--- src/rtl/mlp_cost_pkg.sv ---
package mlp_cost_pkg;
  localparam int DEF_ENTRIES = 32;
  localparam int DEF_ADDR_W  = 26;
  localparam int DEF_FRAC_W  = 8;
  localparam int DEF_INT_W   = 10;
  localparam int DEF_BIN_CYC = 60;
  localparam int DEF_QW      = 3;

  typedef enum logic {MISS_DEMAND = 1'b0, MISS_PREFETCH = 1'b1} miss_kind_e;
endpackage

--- src/rtl/mlp_demand_count.sv ---
module mlp_demand_count #(
  parameter int ENTRIES = 32,
  localparam int CNT_W  = $clog2(ENTRIES + 1)
) (
  input  logic [ENTRIES-1:0] valid_i,
  input  logic [ENTRIES-1:0] demand_i,
  output logic [CNT_W-1:0]   n_o
);
  always_comb begin
    n_o = '0;
    for (int i = 0; i < ENTRIES; i++) begin
      n_o = n_o + CNT_W'(valid_i[i] & demand_i[i]);
    end
  end
endmodule

--- src/rtl/mlp_recip_lut.sv ---
module mlp_recip_lut #(
  parameter int ENTRIES = 32,
  parameter int FRAC_W  = 8,
  localparam int CNT_W  = $clog2(ENTRIES + 1),
  localparam int SW     = FRAC_W + 1
) (
  input  logic [CNT_W-1:0] n_i,
  output logic [SW-1:0]    share_o
);
  logic [SW-1:0] tbl [ENTRIES+1];

  for (genvar k = 0; k <= ENTRIES; k++) begin : g_tbl
    if (k == 0) begin : g_zero
      assign tbl[k] = '0;
    end else begin : g_div
      assign tbl[k] = SW'((1 << FRAC_W) / k);
    end
  end

  always_comb begin
    share_o = '0;
    if (int'(n_i) <= ENTRIES) share_o = tbl[n_i];
  end
endmodule

--- src/rtl/mlp_cost_entry.sv ---
module mlp_cost_entry #(
  parameter int CW = 18,
  parameter int SW = 9
) (
  input  logic          clk,
  input  logic          rst,
  input  logic          alloc_i,
  input  logic          alloc_demand_i,
  input  logic          free_i,
  input  logic [SW-1:0] share_i,
  output logic          valid_o,
  output logic          demand_o,
  output logic [CW-1:0] cost_o
);
  logic          valid_q, demand_q;
  logic [CW-1:0] cost_q;
  logic [CW:0]   sum;
  logic [CW-1:0] cost_sat;

  assign sum      = {1'b0, cost_q} + (CW+1)'(share_i);
  assign cost_sat = sum[CW] ? {CW{1'b1}} : sum[CW-1:0];

  always_ff @(posedge clk) begin
    if (rst) begin
      valid_q  <= 1'b0;
      demand_q <= 1'b0;
      cost_q   <= '0;
    end else if (alloc_i) begin
      valid_q  <= 1'b1;
      demand_q <= alloc_demand_i;
      cost_q   <= '0;
    end else begin
      if (free_i) valid_q <= 1'b0;
      if (valid_q && demand_q) cost_q <= cost_sat;
    end
  end

  assign valid_o  = valid_q;
  assign demand_o = demand_q;
  assign cost_o   = cost_q;


  alloc_clears_chk: assert property (@(posedge clk) disable iff (rst)
    alloc_i |=> (valid_q && cost_q == '0));


  prefetch_idle_chk: assert property (@(posedge clk) disable iff (rst)
    (valid_q && !demand_q) |-> cost_q == '0);


  cost_monotone_chk: assert property (@(posedge clk) disable iff (rst)
    (valid_q && !alloc_i) |=> cost_q >= $past(cost_q));
endmodule

--- src/rtl/mlp_cost_quant.sv ---
module mlp_cost_quant #(
  parameter int CW      = 18,
  parameter int SW      = 9,
  parameter int FRAC_W  = 8,
  parameter int BIN_CYC = 60,
  parameter int QW      = 3,
  localparam int LEVELS = 1 << QW,
  localparam int IW     = CW - FRAC_W
) (
  input  logic [CW-1:0] cost_i,
  input  logic [SW-1:0] share_i,
  input  logic          add_i,
  output logic [QW-1:0] q_o
);
  logic [CW:0]        sum;
  logic [CW-1:0]      total;
  logic [IW-1:0]      whole;
  logic [LEVELS-2:0]  ge;

  assign sum   = {1'b0, cost_i} + (add_i ? (CW+1)'(share_i) : '0);
  assign total = sum[CW] ? {CW{1'b1}} : sum[CW-1:0];
  assign whole = total[CW-1:FRAC_W];

  for (genvar k = 1; k < LEVELS; k++) begin : g_thr
    assign ge[k-1] = 32'(whole) >= 32'(k * BIN_CYC);
  end

  always_comb begin
    q_o = '0;
    for (int k = 0; k < LEVELS - 1; k++) q_o = q_o + QW'(ge[k]);
  end
endmodule

--- src/rtl/mlp_addr_ram.sv ---
module mlp_addr_ram #(
  parameter int DEPTH = 32,
  parameter int DW    = 26,
  localparam int AW   = $clog2(DEPTH)
) (
  input  logic          clk,
  input  logic          we,
  input  logic [AW-1:0] waddr,
  input  logic [DW-1:0] wdata,
  input  logic          re,
  input  logic [AW-1:0] raddr,
  output logic [DW-1:0] rdata
);
  logic [DW-1:0] mem [DEPTH];

  always_ff @(posedge clk) begin
    if (we) mem[waddr] <= wdata;
    if (re) rdata <= mem[raddr];
  end
endmodule

--- src/rtl/mlp_cost_acc.sv ---
module mlp_cost_acc
  import mlp_cost_pkg::*;
#(
  parameter int ENTRIES = DEF_ENTRIES,
  parameter int ADDR_W  = DEF_ADDR_W,
  parameter int FRAC_W  = DEF_FRAC_W,
  parameter int INT_W   = DEF_INT_W,
  parameter int BIN_CYC = DEF_BIN_CYC,
  parameter int QW      = DEF_QW,
  localparam int IDX_W  = $clog2(ENTRIES),
  localparam int CNT_W  = $clog2(ENTRIES + 1),
  localparam int CW     = INT_W + FRAC_W,
  localparam int SW     = FRAC_W + 1
) (
  input  logic              clk,
  input  logic              rst,
  input  logic              alloc_en,
  input  logic [IDX_W-1:0]  alloc_idx,
  input  logic [ADDR_W-1:0] alloc_addr,
  input  logic              alloc_prefetch,
  input  logic              free_en,
  input  logic [IDX_W-1:0]  free_idx,
  output logic              rel_valid,
  output logic [ADDR_W-1:0] rel_addr,
  output logic [QW-1:0]     rel_cost
);
  logic [ENTRIES-1:0] valid_vec, demand_vec;
  logic [CW-1:0]      cost_arr [ENTRIES];
  logic [CNT_W-1:0]   n_demand;
  logic [SW-1:0]      share;
  logic [QW-1:0]      q_now;
  logic               hit_free;
  logic               rel_valid_q;
  logic [QW-1:0]      rel_cost_q;
  miss_kind_e         kind;

  assign kind = alloc_prefetch ? MISS_PREFETCH : MISS_DEMAND;

  mlp_demand_count #(.ENTRIES(ENTRIES)) u_count (
    .valid_i(valid_vec), .demand_i(demand_vec), .n_o(n_demand));

  mlp_recip_lut #(.ENTRIES(ENTRIES), .FRAC_W(FRAC_W)) u_recip (
    .n_i(n_demand), .share_o(share));

  for (genvar i = 0; i < ENTRIES; i++) begin : g_ent
    mlp_cost_entry #(.CW(CW), .SW(SW)) u_ent (
      .clk(clk), .rst(rst),
      .alloc_i(alloc_en && alloc_idx == IDX_W'(i)),
      .alloc_demand_i(kind == MISS_DEMAND),
      .free_i(free_en && free_idx == IDX_W'(i)),
      .share_i(share),
      .valid_o(valid_vec[i]),
      .demand_o(demand_vec[i]),
      .cost_o(cost_arr[i]));
  end

  assign hit_free = free_en && valid_vec[free_idx];

  mlp_cost_quant #(.CW(CW), .SW(SW), .FRAC_W(FRAC_W), .BIN_CYC(BIN_CYC), .QW(QW)) u_quant (
    .cost_i(cost_arr[free_idx]), .share_i(share),
    .add_i(demand_vec[free_idx]), .q_o(q_now));

  mlp_addr_ram #(.DEPTH(ENTRIES), .DW(ADDR_W)) u_addr (
    .clk(clk), .we(alloc_en), .waddr(alloc_idx), .wdata(alloc_addr),
    .re(hit_free), .raddr(free_idx), .rdata(rel_addr));

  always_ff @(posedge clk) begin
    if (rst) begin
      rel_valid_q <= 1'b0;
      rel_cost_q  <= '0;
    end else begin
      rel_valid_q <= hit_free;
      if (hit_free) rel_cost_q <= q_now;
    end
  end

  assign rel_valid = rel_valid_q;
  assign rel_cost  = rel_cost_q;


  release_pulse_chk: assert property (@(posedge clk) disable iff (rst)
    (free_en && valid_vec[free_idx]) |=> rel_valid);


  stray_release_chk: assert property (@(posedge clk) disable iff (rst)
    !(free_en && valid_vec[free_idx]) |=> !rel_valid);


  swap_keeps_slot_chk: assert property (@(posedge clk) disable iff (rst)
    (alloc_en && free_en && alloc_idx == free_idx) |=> valid_vec[$past(alloc_idx)]);


  demand_share_chk: assert property (@(posedge clk) disable iff (rst)
    (n_demand == CNT_W'(1)) |-> share == SW'(1 << FRAC_W));
endmodule

--- config.mk ---
export PLATFORM = sky130hd
export DESIGN_NAME = mlp_cost_acc
export DESIGN_NICKNAME = d
export VERILOG_FILES = /design/src/rtl/mlp_cost_pkg.sv /design/src/rtl/mlp_demand_count.sv /design/src/rtl/mlp_recip_lut.sv /design/src/rtl/mlp_cost_entry.sv /design/src/rtl/mlp_cost_quant.sv /design/src/rtl/mlp_addr_ram.sv /design/src/rtl/mlp_cost_acc.sv
export SDC_FILE = /design/constraint.sdc
export NUM_CORES = 2
export LEC_CHECK = 0
export ABC_AREA = 1
export ABC_CLOCK_PERIOD_IN_PS = 20100
export BUFFER_PORTS_ARGS = -buffer_cell sky130_fd_sc_hd__clkbuf_2
export CAP_MARGIN = 0
export CORE_ASPECT_RATIO = 1.4
export CORE_MARGIN = 2
export CORE_UTILIZATION = 35
export DETAILED_ROUTE_END_ITERATION = 10
export GPL_TIMING_DRIVEN = 0
export PLACE_DENSITY_LB_ADDON = 0.2
export SYNTH_ARGS = -nofsm -noshare
export SYNTH_HDL_FRONTEND = slang
export SYNTH_HIERARCHICAL = 1
export SYNTH_SLANG_ARGS = --single-unit
--- constraint.sdc ---
create_clock -name clk -period 20.1 [get_ports clk]
set_clock_uncertainty 0.2 [all_clocks]
set_input_delay 1.005 -clock clk [delete_from_list [all_inputs] [get_ports clk]]
set_output_delay 1.005 -clock clk [all_outputs]
set_load 0.02 [all_outputs]
==> flow_summary.json <==
{
  "grt_max_degree": 99,
  "hold_violations": 0,
  "clk_latency_ps": 870,
  "die_y_um": 609,
  "utilization": 0.396,
  "drt-pass1-iter-count": 9,
  "cts_tree": "done",
  "crit_family": "adder cells",
  "cts.clk_slew.worst_paths_ps": 60,
  "p_per_area_nw_per_um2": 67.2,
  "io_pins": 71,
  "min-delay-start": "g_ent[16].u_ent/valid_o",
  "yosysSeqAreaShare": 0.423,
  "status": "completed",
  "totalWireLength_um": 351000,
  "place_hpwl_um": 269000,
  "syn_area_um2": 91400,
  "grt_pass1_vias": 78200,
  "finalPower_mw": 6.93,
  "worstPathRequired_ps": 20640,
  "worst_slack_ps": 9590,
  "wl_per_cell_um": 22.0,
  "root_buffer": "clkbuf_16",
  "h-tree-depth": 4,
  "cp_data_arrival_time_ps": 11050,
  "synth_area_leaders": "edfxtp_1 (28%), nand2_1 (18%), dfxtp_1 (14%)",
  "drc": 0,
  "ys.flop_type": "edfxtp_1",
  "ir_drop_mv": 0.0888,
  "grt_overflow_total": 0,
  "fp.dieW_um": 436,
  "drive_gt1_frac": 0.0993,
  "fin_crit_ps": 10510,
  "core_area_um2": 261000,
  "cp_max_fo": 12,
  "fmax_mhz": 95.1,
  "drt_iter0_drc": 6377,
  "ys_async_sr_fraction": 0,
  "cts.repair.resized": 0,
  "synth_top_cells_by_count": "nand2_1 (4265), nand3_1 (1443), inv_1 (1260)",
  "cp.buffers_inverters": 6,
  "port_buffers": 69,
  "yosysTopAreaCell": "edfxtp_1",
  "rsz0062_at_grt": "false",
  "post_cts_buffers": 0,
  "dieArea_um2": 265000,
  "cts_hold_buf": 0,
  "criticalPathCategory": "flip-flop to flip-flop",
  "grt_pass1_wl_um": 510000,
  "endpoint_kind": "flip-flop",
  "cellLeakagePower_nw": 46.7,
  "regToRegStartpoint": "g_ent[27].u_ent/valid_o",
  "drv_cap": 0,
  "ys_warn_count": 6,
  "via_count": 81900,
  "synth-seq-cells": 1502,
  "gp_congestion": 1.05,
  "timing.critical_path.mode_cell": "fa_1",
  "final_max_slew_viol_count": 0,
  "synth_area_per_cell_um2": 7.56,
  "groute.usage.overall": 0.257,
  "clock_path_buffers": 4,
  "cts-buffers-inserted": 174,
  "start_util": 0.351,
  "tightest_slew_ps": 1250,
  "netlist.area_leader.share": 0.282,
  "syn2layout_area_growth_pct": 12.8,
  "critPathSlowestCell": "nor2_4",
  "setup_viol": 0,
  "num_rows": 222,
  "post-place-ws_ps": 9630,
  "synth_edf_count": 858,
  "routed_via_density": 5.12,
  "start_kind": "flip-flop",
  "yosys.cell_types.count": 46,
  "slew_headroom": 0.167,
  "hp-class": "flip-flop to flip-flop",
  "final_nets": 12800,
  "cts.sinks": 1502,
  "crit_start": "g_ent[27].u_ent/valid_o",
  "synthCells": 12100,
  "grt_antenna_before_repair": 9,
  "min_period_over_period": 0.523,
  "yosysMostFrequentCell": "nand2_1",
  "syn-num-nets": 12500,
  "ant_nets": 0,
  "slowest_delay_ps": 810
}
-- power breakdown --
| part | internal (mW) | total, mW | switching [mW] |
|---|---|---|---|
| Sequential | 3.27 | 3.28 | 0.00603 |
| Clock | 1.91 | 3.24 | 1.33 |
| Combinational | 0.0830 | 0.416 | 0.333 |
-- worst paths after layout --
| path | endpoint | slack (ps) | cells after the start |
|---|---|---|---|
| max | rel_cost[1] | 9590 | 39 |
| min reg2reg | g_ent[16].u_ent/valid_o | 300 | 2 |
| max reg2reg | rel_cost[1] | 9590 | 39 |
| min | g_ent[16].u_ent/valid_o | 300 | 2 |
-- stage by stage --
| step | hold WS (ps) | cells | setup TNS [ps] | cell area, µm² |
|---|---|---|---|---|
| after global placement | 286 | 15600 | -337060 | 96100 |
| after floorplan | 259 | 12100 | 0 | 91400 |
| after global routing | 325 | 16000 | 0 | 103000 |
| after CTS | 297 | 16000 | 0 | 103000 |
| after detailed placement | 289 | 15700 | 0 | 97400 |
| final | 297 | 16000 | 0 | 103000 |
-- worst min-delay path, cell delays in order, from the launching register on --
cell and delay [ps]:
dfxtp_1 330, nand2_1 70, a21oi_1 50
-- layout by cell type, fill, tap and decap left out, drive strengths merged, types with 58 or more instances in the layout --
cell	count
xor2	97
a22oi	304
fa	60
nor2	965
dfxtp	644
edfxtp	858
buf	335
clkbuf	417
nand3	1686
a31oi	173
nand2	4354
ha	309
a21oi	413
o21ai	121
nor3	98
nand4	58
clkinv	78
inv	1330
-- kinds of logic (layout without fill, tap and decap cells) --
| kind of cell | Yosys count | after routing | share of synthesized area |
|---|---|---|---|
| xor+xnor | 139 | 139 | 0.0133 |
| simple gates | 7272 | 7272 | 0.355 |
| other cells | 0 | 5 | 0 |
| flops | 1502 | 1502 | 0.423 |
| compound gates | 1057 | 1057 | 0.0715 |
| buf+inv | 1745 | 2182 | 0.0814 |
| fa+ha+maj | 369 | 369 | 0.0554 |
-- final cells by class --
type | count | area, µm²
antenna | 5 | 12.5
buffer | 382 | 2320
clock buffer | 237 | 4910
clock inverter | 67 | 769
fill | 27500 | 157000
inverter | 1363 | 5130
multi-input combinational | 8837 | 45600
sequential | 1502 | 38700
tap | 3472 | 4340
timing repair buffer | 133 | 1410
-- flip-flops by register name (all words and copies together) (netlist names) --
signal                flops
u_addr/mem              832
g_ent.u_ent/cost_o      576
g_ent.u_ent/demand_o     32
g_ent.u_ent/valid_o      32
u_addr/rdata             26
rel_cost                  3
rel_valid                 1
-- routing by layer --
metal  vias up  part of all wire  wire length [µm]  GRT usage
met5         -          0.000077                27          0
met1     38500              0.38            134000      0.289
li1      40400                 -                 -          -
met4         6             0.081             28300      0.181
met2      2318              0.49            173000      0.455
met3       737             0.045             15900     0.0257
Power figures use the tool's default switching activity.
